$ cat config.mk
export PLATFORM = sky130hd
export DESIGN_NAME = spad_lsu
export DESIGN_NICKNAME = d
export VERILOG_FILES = /design/src/rtl/spad_lsu_pkg.sv /design/src/rtl/spad_lsu_agu.sv /design/src/rtl/spad_lsu_lanes.sv /design/src/rtl/spad_lsu.sv
export SDC_FILE = /design/constraint.sdc
export NUM_CORES = 1
export LEC_CHECK = 0
export ABC_AREA = 0
export BUFFER_PORTS_ARGS = -buffer_cell sky130_fd_sc_hd__clkbuf_2
export CORE_UTILIZATION = 35
export CTS_CLUSTER_DIAMETER = 40
export CTS_CLUSTER_SIZE = 28
export DETAILED_ROUTE_END_ITERATION = 8
export SLEW_MARGIN = 20
export SYNTH_ARGS = -nofsm -noshare
export SYNTH_HDL_FRONTEND = slang
export SYNTH_HIERARCHICAL = 1
export SYNTH_SLANG_ARGS = --single-unit
$ cat constraint.sdc
create_clock -name clk -period 3.4 [get_ports clk]
set_input_delay 0.17 -clock clk [delete_from_list [all_inputs] [get_ports clk]]
set_output_delay 0.17 -clock clk [all_outputs]
set_load 0.02 [all_outputs]
$ cat src/rtl/spad_lsu_pkg.sv
`timescale 1ns/1ps
package spad_lsu_pkg;
  localparam logic [1:0] SZ_BYTE = 2'b00;
  localparam logic [1:0] SZ_HALF = 2'b01;

  typedef enum logic [1:0] {
    ST_IDLE  = 2'd0,
    ST_CALC  = 2'd1,
    ST_ISSUE = 2'd2,
    ST_FIN   = 2'd3
  } lsu_state_e;
endpackage

$ cat src/rtl/spad_lsu_agu.sv
`timescale 1ns/1ps
// Address generation: effective address, word address, lane, alignment, lane enables.
module spad_lsu_agu
  import spad_lsu_pkg::*;
#(
  parameter int ADDR_W = 32,
  parameter int OFF_W  = 9,
  parameter int LANES  = 4
) (
  input  logic [ADDR_W-1:0]        base,
  input  logic [OFF_W-1:0]         offset,
  input  logic [1:0]               size,
  output logic [ADDR_W-1:0]        word_addr,
  output logic [$clog2(LANES)-1:0] lane,
  output logic                     misaligned,
  output logic [LANES-1:0]         be
);
  localparam int LSB_W = $clog2(LANES);

  logic [ADDR_W-1:0] eff;

  assign eff       = base + {{(ADDR_W-OFF_W){offset[OFF_W-1]}}, offset};
  assign word_addr = {eff[ADDR_W-1:LSB_W], {LSB_W{1'b0}}};
  assign lane      = eff[LSB_W-1:0];

  always_comb begin
    if (size == SZ_BYTE)      misaligned = 1'b0;
    else if (size == SZ_HALF) misaligned = eff[0];
    else                      misaligned = |eff[LSB_W-1:0];
  end

  for (genvar i = 0; i < LANES; i++) begin : g_be
    assign be[i] = (size == SZ_BYTE) ? (lane == LSB_W'(i)) :
                   (size == SZ_HALF) ? (lane[LSB_W-1:1] == (LSB_W-1)'(i >> 1)) :
                                       1'b1;
  end
endmodule

$ cat src/rtl/spad_lsu_lanes.sv
`timescale 1ns/1ps
// Byte-lane steering: store replication and load extraction with extension.
module spad_lsu_lanes
  import spad_lsu_pkg::*;
#(
  parameter int DATA_W = 32
) (
  input  logic [1:0]                      size,
  input  logic                            sgn,
  input  logic [$clog2(DATA_W/8)-1:0]     lane_sel,
  input  logic [DATA_W-1:0]               st_data,
  input  logic [DATA_W-1:0]               rd_word,
  output logic [DATA_W-1:0]               st_rep,
  output logic [DATA_W-1:0]               ld_ext
);
  localparam int LANES = DATA_W / 8;

  logic [DATA_W-1:0] shifted;
  logic [7:0]        b_item;
  logic [15:0]       h_item;

  for (genvar i = 0; i < LANES; i++) begin : g_rep
    assign st_rep[8*i +: 8] = (size == SZ_BYTE) ? st_data[7:0] :
                              (size == SZ_HALF) ? st_data[8*(i%2) +: 8] :
                                                  st_data[8*i +: 8];
  end

  assign shifted = rd_word >> {lane_sel, 3'b000};
  assign b_item  = shifted[7:0];
  assign h_item  = shifted[15:0];

  always_comb begin
    if (size == SZ_BYTE)      ld_ext = {{(DATA_W-8){sgn & b_item[7]}}, b_item};
    else if (size == SZ_HALF) ld_ext = {{(DATA_W-16){sgn & h_item[15]}}, h_item};
    else                      ld_ext = rd_word;
  end
endmodule

$ cat src/rtl/spad_lsu.sv
`timescale 1ns/1ps
// Stall-and-resume scratchpad load/store sequencer.
module spad_lsu
  import spad_lsu_pkg::*;
#(
  parameter int ADDR_W = 32,
  parameter int DATA_W = 32,
  parameter int OFF_W  = 9
) (
  input  logic                  clk,
  input  logic                  rst,
  input  logic                  req_valid,
  input  logic                  req_store,
  input  logic [1:0]            req_size,
  input  logic                  req_signed,
  input  logic [ADDR_W-1:0]     req_base,
  input  logic [OFF_W-1:0]      req_offset,
  input  logic [DATA_W-1:0]     req_wdata,
  output logic                  sp_we,
  output logic                  sp_rd,
  output logic [ADDR_W-1:0]     sp_addr,
  output logic [DATA_W/8-1:0]   sp_be,
  output logic [DATA_W-1:0]     sp_wdata,
  input  logic [DATA_W-1:0]     sp_rdata,
  output logic                  stall,
  output logic                  done,
  output logic                  err,
  output logic [DATA_W-1:0]     ld_data
);
  localparam int LANES = DATA_W / 8;
  localparam int LSB_W = $clog2(LANES);

  lsu_state_e        state;
  logic              r_store, r_signed, r_mis;
  logic [1:0]        r_size;
  logic [ADDR_W-1:0] r_base;
  logic [OFF_W-1:0]  r_offset;
  logic [DATA_W-1:0] r_wdata;
  logic [LSB_W-1:0]  r_lane;

  logic [ADDR_W-1:0] agu_word;
  logic [LSB_W-1:0]  agu_lane;
  logic              agu_mis;
  logic [LANES-1:0]  agu_be;
  logic [DATA_W-1:0] st_rep, ld_ext;

  spad_lsu_agu #(.ADDR_W(ADDR_W), .OFF_W(OFF_W), .LANES(LANES)) u_agu (
    .base       (r_base),
    .offset     (r_offset),
    .size       (r_size),
    .word_addr  (agu_word),
    .lane       (agu_lane),
    .misaligned (agu_mis),
    .be         (agu_be)
  );

  spad_lsu_lanes #(.DATA_W(DATA_W)) u_lanes (
    .size     (r_size),
    .sgn      (r_signed),
    .lane_sel (r_lane),
    .st_data  (r_wdata),
    .rd_word  (sp_rdata),
    .st_rep   (st_rep),
    .ld_ext   (ld_ext)
  );

  always_ff @(posedge clk) begin
    if (rst) begin
      state    <= ST_IDLE;
      r_store  <= 1'b0;
      r_signed <= 1'b0;
      r_mis    <= 1'b0;
      r_size   <= '0;
      r_base   <= '0;
      r_offset <= '0;
      r_wdata  <= '0;
      r_lane   <= '0;
      sp_we    <= 1'b0;
      sp_rd    <= 1'b0;
      sp_addr  <= '0;
      sp_be    <= '0;
      sp_wdata <= '0;
      stall    <= 1'b0;
      done     <= 1'b0;
      err      <= 1'b0;
      ld_data  <= '0;
    end else begin
      sp_we <= 1'b0;
      sp_rd <= 1'b0;
      done  <= 1'b0;
      err   <= 1'b0;
      case (state)
        ST_IDLE: begin
          if (req_valid) begin
            r_store  <= req_store;
            r_signed <= req_signed;
            r_size   <= req_size;
            r_base   <= req_base;
            r_offset <= req_offset;
            r_wdata  <= req_wdata;
            stall    <= 1'b1;
            state    <= ST_CALC;
          end
        end
        ST_CALC: begin
          r_lane   <= agu_lane;
          r_mis    <= agu_mis;
          sp_addr  <= agu_word;
          sp_be    <= agu_be;
          sp_wdata <= st_rep;
          if (!agu_mis) begin
            sp_we <= r_store;
            sp_rd <= !r_store;
          end
          state <= ST_ISSUE;
        end
        ST_ISSUE: begin
          state <= ST_FIN;
        end
        ST_FIN: begin
          stall <= 1'b0;
          done  <= 1'b1;
          err   <= r_mis;
          if (!r_store) ld_data <= r_mis ? '0 : ld_ext;
          state <= ST_IDLE;
        end
        default: state <= ST_IDLE;
      endcase
    end
  end
endmodule

==> results of run 1 <==
[what timing repair did]
action                                  4_1_cts  5_1_grt
endpoints found under the setup margin        0        0
hold buffers                                 77        0
hold endpoints to repair                     77        0
resized for setup                             0        0
[registers in the layout (all words and copies together), names as in the netlist, 2 cells and up]
register and count:
ld_data 32, r_base 32, r_lane 2, r_offset 9, r_size 2, r_wdata 32
sp_addr 32, sp_be 4, sp_wdata 32, state 2
[per-layer routing]
metal | up-vias | share of wire [%]
li1 | 4617 | -
met1 | 4240 | 47
met2 | 230 | 46
met3 | 17 | 5.4
met4 | 0 | 0.96
met5 | - | 0
[worst paths after layout]
check / start / endpoint / slack [ps]
max: r_offset[8]$_SDFFE_PP0P_ / sp_addr[30]$_SDFFE_PP0N_ / 450
min: rst / sp_wdata[19]$_SDFFE_PP0N_ / 110
max reg2reg: r_offset[8]$_SDFFE_PP0P_ / sp_addr[30]$_SDFFE_PP0N_ / 450
min reg2reg: ld_data[27]$_SDFFE_PP0P_ / ld_data[27]$_SDFFE_PP0P_ / 450
[per-stage QoR]
stage	area, um^2	utilization (%)	hold slack [ps]
floorplan	9950	-	306
global placement	11200	40.1	397
detailed placement	11200	40.1	397
CTS	12600	45.1	97.2
global route	12600	45.2	103
finish	12600	45.2	109
[kinds of logic (layout without fill, tap and decap cells)]
| logic type | count (synthesis) | in the layout | share of synthesized area (%) |
|---|---|---|---|
| XOR/XNOR | 29 | 29 | 2.55 |
| buffers and inverters | 110 | 357 | 5.90 |
| flip-flops | 187 | 187 | 37.6 |
| adder cells (fa/ha/maj) | 38 | 38 | 4.85 |
| multiplexers | 110 | 110 | 11.4 |
| AO/OA/AOI/OAI | 290 | 290 | 17.8 |
| other | 1 | 2 | 0.0377 |
| AND/OR/NAND/NOR | 440 | 440 | 19.9 |
[cell type report]
cell class / count / share of cell area (%)
clock inverter: 15 / 1.62
tap: 378 / 3.76
sequential: 187 / 29.8
multi-input combinational: 909 / 44.9
inverter: 17 / 0.507
clock buffer: 17 / 3.38
timing repair buffer: 308 / 16.1
[critical path, cell delays in order, from the launching register on]
cell and delay [ps]:
sky130_fd_sc_hd__dfxtp_1 460, sky130_fd_sc_hd__buf_4 310, sky130_fd_sc_hd__ha_1 360, sky130_fd_sc_hd__a21oi_1 230, sky130_fd_sc_hd__o221ai_1 180, sky130_fd_sc_hd__a21oi_1 290
sky130_fd_sc_hd__o211ai_2 190, sky130_fd_sc_hd__a2111oi_1 470, sky130_fd_sc_hd__a311oi_1 90, sky130_fd_sc_hd__mux2i_1 170, sky130_fd_sc_hd__nor2_1 50
[power groups by stage]
stage / combinational (W) / sequential, W / clock, W
floorplan: 0.00193 / 0.00288 / 0
global placement: 0.00272 / 0.00277 / 0
detailed placement: 0.00274 / 0.00278 / 0
CTS: 0.00282 / 0.00273 / 0.00218
global route: 0.00309 / 0.00277 / 0.00228
finish: 0.00281 / 0.00272 / 0.00211
[cells in the final DEF, fill, tap and decap left out, drive strengths merged, types with 11 or more instances in the layout]
cell / instances
clkbuf: 232
a21oi: 157
ha: 37
inv: 24
nor2b: 21
a211oi: 11
dfxtp: 187
buf: 16
nand3b: 39
xor2: 15
dlygate4sd3: 77
o21ai: 49
mux2: 23
mux2i: 87
a21o: 25
nor2: 104
nand2: 233
xnor2: 14
==> parameters.txt, run 1 <==
Parameter                              Value

Logic synthesis
  Post-synth EDFFs    0
  Sequential-to-total area share from yosys stat    37.6%
  Area of the mapped netlist    0.00995 mm^2
  Mean cell area of the mapped netlist    8.26 um^2
  List of most frequent post-synthesis cells    232 x sky130_fd_sc_hd__nand2_1, 187 x sky130_fd_sc_hd__dfxtp_1, 151 x sky130_fd_sc_hd__a21oi_1
  Most frequently used cell type in the post-synthesis netlist    sky130_fd_sc_hd__nand2_1
  Most used flip-flop cell after synthesis    sky130_fd_sc_hd__dfxtp_1
  Fraction of post-synthesis cell area in the top cell type by area    37.6%
  Number of distinct library cells after synthesis    68
  Gate count after technology mapping    1,205
  Synthesis Warnings    6
  Synth area leader    sky130_fd_sc_hd__dfxtp_1
  Most area-consuming cells after synthesis    sky130_fd_sc_hd__dfxtp_1 38%, sky130_fd_sc_hd__mux2i_1 8.8%, sky130_fd_sc_hd__nand2_1 8.8%
  Synth async-reset ratio    0%
  #FFs+latches synth    187

Min path
  Worst Hold Path Cells    2
  Classification of the worst-slack hold path    in2reg

Power and ir drop
  Switching Power    0.00301 W
  Static Leakage    5.34 nW
  Share of power burned in the clock network    27.7%
  P_int    0.00463 W
  Relative contribution of sequential cells to total power    35.6%
  Post-route total power    0.00764 W
  Logic pwr share    36.7%
  Ratio of total power to cell area    608 mW/mm^2
  Max VDD drop    0.283 mV
  Proportion of total power due to net switching    39.4%

Clock network
  Buffers from clock root to sink, at most    2
  Number of buffers inserted by post-CTS setup repair    0
  Clock tree from TritonCTS    yes
  Insertion delay to the later sink of the worst-skew pair    450 ps
  Clock Root Buffer    sky130_fd_sc_hd__clkbuf_16
  H-tree depth    4
  Number of CTS-inserted buffers    17
  Clock transition at path regs    100 ps
  Clk sink count    187

Drt
  Remaining antenna violation count    0
  DRC violation count after routing    0
  DR WL/cell    15.9 um
  First drt pass iteration count    5
  Average via count per standard cell    4.97
  First-iteration detailed-routing DRC count    503
  Vias    9,104
  WL final    29,100 um

GRT
  Met3 layer usage reported by global route    4.46%
  Overflow left after global routing    0
  Wire length of the first global-routing pass    46,100 um
  Met1 Track Usage GR    27.0%
  Vias in the first global route    8,701
  Largest net degree at the start of global routing    85
  Number of antenna violations at the first check in global routing    0
  Global-route met2 utilization    32.5%
  Busiest layer in global routing    met2
  Combined global-route utilization of all metal layers    20.0%

Layout
  Number of fill cells in the layout    2,787
  Area of combinational cells with multiple inputs    0.00565 mm^2
  Area occupied by registers    0.00374 mm^2
  Final std cells w/o fill    1,831
  Final net count    1,590
  Diodes inserted    0
  Fraction of layout instances using a drive strength above 1    22.0%
  Area overhead of the layout relative to synthesis    26.4%

Status
  Run status    completed

Setup path
  Data arrival at the endpoint of the critical path    3250 ps
  Capturing element type of the critical path    flop
  Max FO, Critical Path    19
  R2r worst-path depth    10
  Required time at the worst-slack endpoint    3700 ps
  Crit path kind    reg2reg
  Type of element launching the critical path    flop

STA
  Total Negative Setup Slacks    0 ps
  Final critical-path share of the clock period    86.7%
  Final critical path time including I/O delays and setup    2950 ps
  Fin Clk Skew    21.2 ps
  Worst setup margin    454 ps
  Number of endpoints failing setup at the final stage    0
  RSZ-0062 raised after global routing    no
  Fin. max-slew vios    0
  Worst slew margin relative to its limit    33.1%
  Fmax achieved    0.339 GHz
  Slew at the pin closest to its max-slew limit    999 ps
  Count of final hold-check violations    0

Job
  Max-capacitance violation count    0

Place
  DP Worst Slack    570 ps
  Detailed-placement wirelength estimate    19,900 um
  Quantity of I/O buffers inserted on ports    216
  Cell count after placement    1,722
  Global placer's final weighted congestion    0.871

Die
  Chip height    171 um
  Die Area    0.0291 mm^2
  Starting Density    35.7%
  # IOs    217
  # rows    61
  Die span in x    171 um
  Standard cell core area    0.0279 mm^2
(Power assumes the default switching activity.)
==> run 2: changes to the inputs <==
--- a/config.mk
+++ b/config.mk
@@ -5,7 +5,7 @@
 export SDC_FILE = /design/constraint.sdc
 export NUM_CORES = 1
 export LEC_CHECK = 0
-export ABC_AREA = 0
+export ABC_AREA = 1
 export BUFFER_PORTS_ARGS = -buffer_cell sky130_fd_sc_hd__clkbuf_2
 export CORE_UTILIZATION = 35
 export CTS_CLUSTER_DIAMETER = 40
==> run 2 against run 1 <==
Largest power group unchanged. Via count increased by 17%. Critical path type unchanged. Final cell count increased by 25%. Final area increased by 1.3%. Total power increased by 36%. Critical endpoint is now sp_addr[25]$_SDFFE_PP0N_. Largest cell class unchanged. Sequential power increased by 25%. Area after synthesis increased by 3.9%. Non-clock buffer count decreased by 16. Maximum frequency increased by 28%. Worst hold slack got worse by 99 ps. Die area increased by 3.9%.
==> parameters.txt, run 2 <==
Parameter                              Value

Logic synthesis
  Post-synth EDFFs    0
  Most frequently used cell type in the post-synthesis netlist    sky130_fd_sc_hd__nand2_1
  Gate count after technology mapping    1,664
  Synth area leader    sky130_fd_sc_hd__dfxtp_1
  #FFs+latches synth    187
  List of most frequent post-synthesis cells    452 x sky130_fd_sc_hd__nand2_1, 415 x sky130_fd_sc_hd__nor2_1, 187 x sky130_fd_sc_hd__dfxtp_1
  Most area-consuming cells after synthesis    sky130_fd_sc_hd__dfxtp_1 36%, sky130_fd_sc_hd__nand2_1 16%, sky130_fd_sc_hd__nor2_1 15%
  Most used flip-flop cell after synthesis    sky130_fd_sc_hd__dfxtp_1
  Synthesis Warnings    6
  Sequential-to-total area share from yosys stat    36.2%
  Number of distinct library cells after synthesis    33
  Synth async-reset ratio    0%
  Fraction of post-synthesis cell area in the top cell type by area    36.2%
  Area of the mapped netlist    0.0103 mm^2
  Mean cell area of the mapped netlist    6.21 um^2

Drt
  WL final    31,500 um
  Average via count per standard cell    4.67
  First drt pass iteration count    5
  Remaining antenna violation count    0
  First-iteration detailed-routing DRC count    811
  DRC violation count after routing    0
  DR WL/cell    13.8 um
  Vias    10,700

Setup path
  Data arrival at the endpoint of the critical path    2620 ps
  Crit-path slowest cell    sky130_fd_sc_hd__ha_1
  Max FO, Critical Path    25
  Most frequent cell on the critical path    sky130_fd_sc_hd__nand2_1
  Crit path kind    reg2reg
  Critical Path, Cell by Cell    buf_4 -> ha_1 -> nand2_1 -> inv_1 -> nand2_1 -> nand2_1 -> inv_1 -> nand3_1 -> nand2_1 -> nand3_1 -> nand2_1 -> nand2_1 -> nor2_1 -> nor2_1
  Capturing element type of the critical path    flop
  Crit path largest cell delay    350 ps
  Type of element launching the critical path    flop
  Required time at the worst-slack endpoint    3720 ps

Die
  # IOs    217
  Chip height    174 um
  Die span in x    174 um
  # rows    62
  Die Area    0.0302 mm^2
  Standard cell core area    0.0289 mm^2
  Starting Density    35.8%

GRT
  Number of antenna violations at the first check in global routing    0
  Combined global-route utilization of all metal layers    21.0%
  Overflow left after global routing    0
  Vias in the first global route    10,100
  Wire length of the first global-routing pass    51,000 um
  Largest net degree at the start of global routing    91

Layout
  Area overhead of the layout relative to synthesis    23.2%
  Most frequent cells in the layout    452 x sky130_fd_sc_hd__nand2_1, 415 x sky130_fd_sc_hd__nor2_1, 216 x sky130_fd_sc_hd__clkbuf_2, 187 x sky130_fd_sc_hd__dfxtp_1, 170 x sky130_fd_sc_hd__o21ai_0
  Area of combinational cells with multiple inputs    0.00552 mm^2
  Diodes inserted    0
  Fraction of layout instances using a drive strength above 1    14.7%
  Final core area utilization    44.2%
  Most common library cell in the layout ignoring fill and taps    sky130_fd_sc_hd__nand2_1
  Final std cells w/o fill    2,286
  Final net count    2,039
  Number of fill cells in the layout    3,131
  Area occupied by registers    0.00374 mm^2

Place
  Cell count after placement    2,191
  Detailed-placement wirelength estimate    22,500 um
  Global placer's final weighted congestion    0.877
  Quantity of I/O buffers inserted on ports    216
  DP Worst Slack    1180 ps

STA
  Fin. max-slew vios    0
  Fin Clk Skew    17.7 ps
  Slew at the pin closest to its max-slew limit    1010 ps
  Final critical path time including I/O delays and setup    2300 ps
  Count of final hold-check violations    0
  Number of endpoints failing setup at the final stage    0
  Fmax achieved    0.435 GHz
  Final hold slack    10.2 ps
  Worst slew margin relative to its limit    32.9%
  Total Negative Setup Slacks    0 ps
  Worst setup margin    1100 ps
  Final critical-path share of the clock period    67.6%
  RSZ-0062 raised after global routing    no

Power and ir drop
  Max VDD drop    0.329 mV
  Ratio of total power to cell area    814 mW/mm^2
  Static Leakage    6.72 nW

Min path
  Classification of the worst-slack hold path    in2reg

Status
  Run status    completed

Clock network
  Insertion delay to the later sink of the worst-skew pair    440 ps
  Clock Root Buffer    sky130_fd_sc_hd__clkbuf_16
  Number of buffers inserted by post-CTS setup repair    0
  Number of CTS-inserted buffers    17
  Clock transition at path regs    80 ps
  H-tree depth    4
  Clock tree from TritonCTS    yes
  Clk sink count    187
  Buffers from clock root to sink, at most    2
  # resized after CTS    0

Job
  Max-capacitance violation count    0
-- run 2: changes by cell type after synthesis, sizes merged, moves of 87 or more --
cell | before | now
o21ai | 49 | 180
nor2 | 104 | 417
nand2 | 233 | 458
inv | 17 | 156
mux2i | 87 | 0
a21oi | 157 | 29
-- run 2: path summary, 6_finish.rpt --
kind,slack (ps),endpoint,from,cells past startpoint
hold reg to reg,480,ld_data[15]$_SDFFE_PP0P_,ld_data[15]$_SDFFE_PP0P_,2
setup / recovery,1100,sp_addr[25]$_SDFFE_PP0N_,r_offset[8]$_SDFFE_PP0P_,14
hold / removal,10,r_wdata[27]$_SDFFE_PP0P_,req_wdata[27],3
setup reg to reg,1100,sp_addr[25]$_SDFFE_PP0N_,r_offset[8]$_SDFFE_PP0P_,14
-- run 2: timing repair --
| item | CTS | global route |
|---|---|---|
| hold buffers | 63 | 0 |
| endpoints found under the hold margin | 64 | 0 |
| setup endpoints to repair | 0 | 0 |
-- run 2: final cells by class --
class	count	area share, %
clock buffer	17	3.34
clock inverter	15	1.21
inverter	156	4.61
multi-input combinational	1235	43.3
sequential	187	29.4
tap	384	3.77
timing repair buffer	292	14.4
-- run 2: cells by family (layout without fill, tap and decap cells) --
group,Yosys count,in the layout,share of synthesized area (%)
and+or+nand+nor,959,959,36.3
buffers and inverters,243,480,10.5
AOI/OAI and AO/OA,221,221,11.0
DFF,187,187,36.2
adders and majority gates,38,38,4.67
xor gates and xnor gates,15,15,1.27
other,1,2,0.0363
-- run 2: stage by stage --
step                total power [W]  cell area, um^2
floorplan                   0.00696            10300
global placement            0.00835            11500
detailed placement          0.00839            11500
CTS                          0.0105            12700
global route                 0.0113            12700
finish                       0.0104            12700
-- run 2: where the power goes --
part           internal (W)  leakage, nW  total, W  switching [W]
Sequential          0.00294         1.54   0.00340       0.000462
Combinational       0.00162         4.91   0.00499        0.00337
Clock              0.000979        0.275   0.00198        0.00100
Total               0.00553         6.72    0.0104        0.00484
-- run 2: per-layer routing --
layer	track usage, %	vias to the layer above	routed length, um
met5	0	-	0
met4	4.28	0	244
met1	29.6	4791	15700
met3	3.53	14	1730
li1	-	5589	-
met2	33.5	280	13700
-- run 2: worst max-delay path: cells and delay by family (launching register included) --
| kind | cells | cell delay (ps) |
|---|---|---|
| flops | 1 | 310 |
| fa+ha+maj | 1 | 350 |
| buf+inv | 3 | 420 |
| simple gates | 10 | 1090 |
==> run 3: changes to the inputs <==
==> constraint.sdc (replaced) <==
create_clock -name clk -period 2.4 [get_ports clk]
set_input_delay 0.12 -clock clk [delete_from_list [all_inputs] [get_ports clk]]
set_output_delay 0.12 -clock clk [all_outputs]
set_load 0.02 [all_outputs]
==> run 3 against run 2 <==
First-iteration DRC count shrank 20%. Maximum frequency grew 3.7%. Via count grew 1.6%. Non-clock buffer count grew 20. Register-to-register slack lost 920 ps. Clock-buffer cell count is the same. Clock power grew 51%. Sequential power grew 43%. Worst setup slack lost 920 ps. Highest routed layer unchanged.
==> parameters.txt, run 3 (synthesis results as in run 2) <==
Parameter                              Value

Layout
  Fraction of layout instances using a drive strength above 1    14.8%
  Diodes inserted    0
  Most frequent cells in the layout    452 x sky130_fd_sc_hd__nand2_1, 415 x sky130_fd_sc_hd__nor2_1, 216 x sky130_fd_sc_hd__clkbuf_2, 187 x sky130_fd_sc_hd__dfxtp_1, 170 x sky130_fd_sc_hd__o21ai_0
  Area overhead of the layout relative to synthesis    25.5%
  Final core area utilization    45.0%
  Final net count    2,059
  Most common library cell in the layout ignoring fill and taps    sky130_fd_sc_hd__nand2_1
  Number of fill cells in the layout    3,150

Power and ir drop
  Ratio of total power to cell area    1150 mW/mm^2
  Switching Power    0.00687 W
  Max VDD drop    0.500 mV
  Logic pwr share    47.6%
  Proportion of total power due to net switching    45.9%
  Static Leakage    6.84 nW
  Post-route total power    0.0150 W
  P_int    0.00811 W
  Relative contribution of sequential cells to total power    32.4%
  Share of power burned in the clock network    20.0%

Clock network
  Number of CTS-inserted buffers    17
  H-tree depth    4
  Clock tree from TritonCTS    yes
  Number of buffers inserted by post-CTS setup repair    0
  Insertion delay to the later sink of the worst-skew pair    440 ps
  Clock transition at path regs    80 ps
  Buffers from clock root to sink, at most    2
  Number of buffers inserted for hold repair after clock tree synthesis    78
  Clk sink count    187
  Clock Root Buffer    sky130_fd_sc_hd__clkbuf_16
  # resized after CTS    0

Die
  Chip height    174 um
  # rows    62
  Die span in x    174 um
  Starting Density    35.8%
  Standard cell core area    0.0289 mm^2
  # IOs    217
  Die Area    0.0302 mm^2

STA
  Slew at the pin closest to its max-slew limit    899 ps
  Total Negative Setup Slacks    0 ps
  Fmax achieved    0.451 GHz
  Count of final hold-check violations    0
  Number of endpoints failing setup at the final stage    0
  Final hold slack    70.2 ps
  Worst slew margin relative to its limit    40.1%
  Final critical path time including I/O delays and setup    2220 ps
  RSZ-0062 raised after global routing    no
  Fin. max-slew vios    0
  Final critical-path share of the clock period    92.4%
  Fin Clk Skew    11.9 ps

GRT
  Vias in the first global route    10,000
  Largest net degree at the start of global routing    80
  Number of antenna violations at the first check in global routing    0
  Combined global-route utilization of all metal layers    21.0%
  Overflow left after global routing    0
  Wire length of the first global-routing pass    51,300 um

Setup path
  Max FO, Critical Path    3
  Minimum setup slack among reg-to-reg paths    180 ps
  Beginning of the critical path    r_offset[0]$_SDFFE_PP0P_
  Critical R2R Launch    r_offset[0]$_SDFFE_PP0P_
  Crit-path slowest cell    sky130_fd_sc_hd__fa_1
  Required time at the worst-slack endpoint    2740 ps
  Capturing element type of the critical path    flop
  R2r worst-path depth    13
  Data arrival at the endpoint of the critical path    2550 ps
  Critical Path, Cell by Cell    ha_1 -> inv_1 -> fa_1 -> inv_1 -> nand3_1 -> nand3_1 -> nand2_1 -> a21oi_1 -> nor2_1 -> nand2_1 -> nand2_1 -> nor2_1 -> nor2_1
  Crit path kind    reg2reg
  Top delay family on crit path    simple AND/OR/NAND/NOR gates
  Type of element launching the critical path    flop
  Capturing point of the worst reg2reg path    sp_addr[16]$_SDFFE_PP0N_
  Critical path buffer and inverter count    2
  Crit path largest cell delay    410 ps

Min path
  Classification of the worst-slack hold path    in2reg
  Launch instance of the worst min-delay path    req_valid
  Worst min-delay path endpoint    state[0]$_SDFFE_PP0P_
  Worst Hold Path Cells    5

Drt
  DRC violation count after routing    0
  DR WL/cell    13.8 um
  Remaining antenna violation count    0
  Average via count per standard cell    4.70
  First-iteration detailed-routing DRC count    649
  First drt pass iteration count    5
  Vias    10,800
  WL final    31,800 um

Status
  Run status    completed

Job
  Max-capacitance violation count    0

Place
  Detailed-placement wirelength estimate    22,300 um
  Quantity of I/O buffers inserted on ports    216
  Global placer's final weighted congestion    0.887
-- run 3: cell count changes in the layout (fill, tap and decap cells not counted), moves of 2 or more --
cell | before | now
sky130_fd_sc_hd__buf_4 | 11 | 14
sky130_fd_sc_hd__buf_12 | 2 | 4
sky130_fd_sc_hd__dlygate4sd3_1 | 63 | 78
sky130_fd_sc_hd__clkinv_8 | 3 | 1
sky130_fd_sc_hd__bufinv_16 | 0 | 2
-- run 3: worst register-to-register path: cells and delay by family, from the launching register on --
kind | cells | cell delay [ps]
simple gates | 8 | 700
buf+inv | 2 | 190
flops | 1 | 340
fa+ha+maj | 2 | 630
compound gates | 1 | 260
-- run 3: power groups by stage --
stage	clock network (W)	registers, W	logic, W
3_3_place_gp	0	0.00491	0.00700
5_1_grt	0.00319	0.00499	0.00805
2_1_floorplan	0	0.00551	0.00435
3_5_place_dp	0	0.00492	0.00702
4_1_cts	0.00308	0.00486	0.00716
6_report	0.00299	0.00486	0.00713
-- run 3: layout make-up --
type	instances	area [um^2]	area share (%)
well taps	384	480	3.70
multi-input cells	1235	5520	42.5
repair buffers	312	2050	15.8
flip-flops and latches	187	3740	28.8
clock buffers	17	425	3.28
inverters	156	588	4.53
clock inverters	15	179	1.38
-- run 3: how the worst max path moves through the flow --
| stage | endpoint | slack, ps | cells past startpoint |
|---|---|---|---|
| 2_1_floorplan | sp_addr[28]$_SDFFE_PP0N_ | 280 | 11 |
| 3_3_place_gp | sp_addr[16]$_SDFFE_PP0N_ | 210 | 13 |
| 3_5_place_dp | sp_addr[12]$_SDFFE_PP0N_ | 210 | 11 |
| 4_1_cts | sp_addr[16]$_SDFFE_PP0N_ | 190 | 13 |
| 5_1_grt | sp_addr[28]$_SDFFE_PP0N_ | 40 | 12 |
| 6_report | sp_addr[16]$_SDFFE_PP0N_ | 180 | 13 |
-- run 3: layer usage --
metal | vias up | wire length [um] | track usage, %
met5 | - | 0 | 0
met4 | 0 | 326 | 5.12
met3 | 24 | 1780 | 3.90
met2 | 311 | 14300 | 34.6
met1 | 4872 | 15300 | 28.2
li1 | 5633 | - | -
-- run 3: through the flow --
stage	setup WS [ps]	instances	cell area, um^2
6_report	182	2306	13000
5_1_grt	39.5	2306	13000
4_1_cts	193	2306	13000
3_5_place_dp	207	2196	11600
3_3_place_gp	214	2196	11600
2_1_floorplan	276	1665	10300
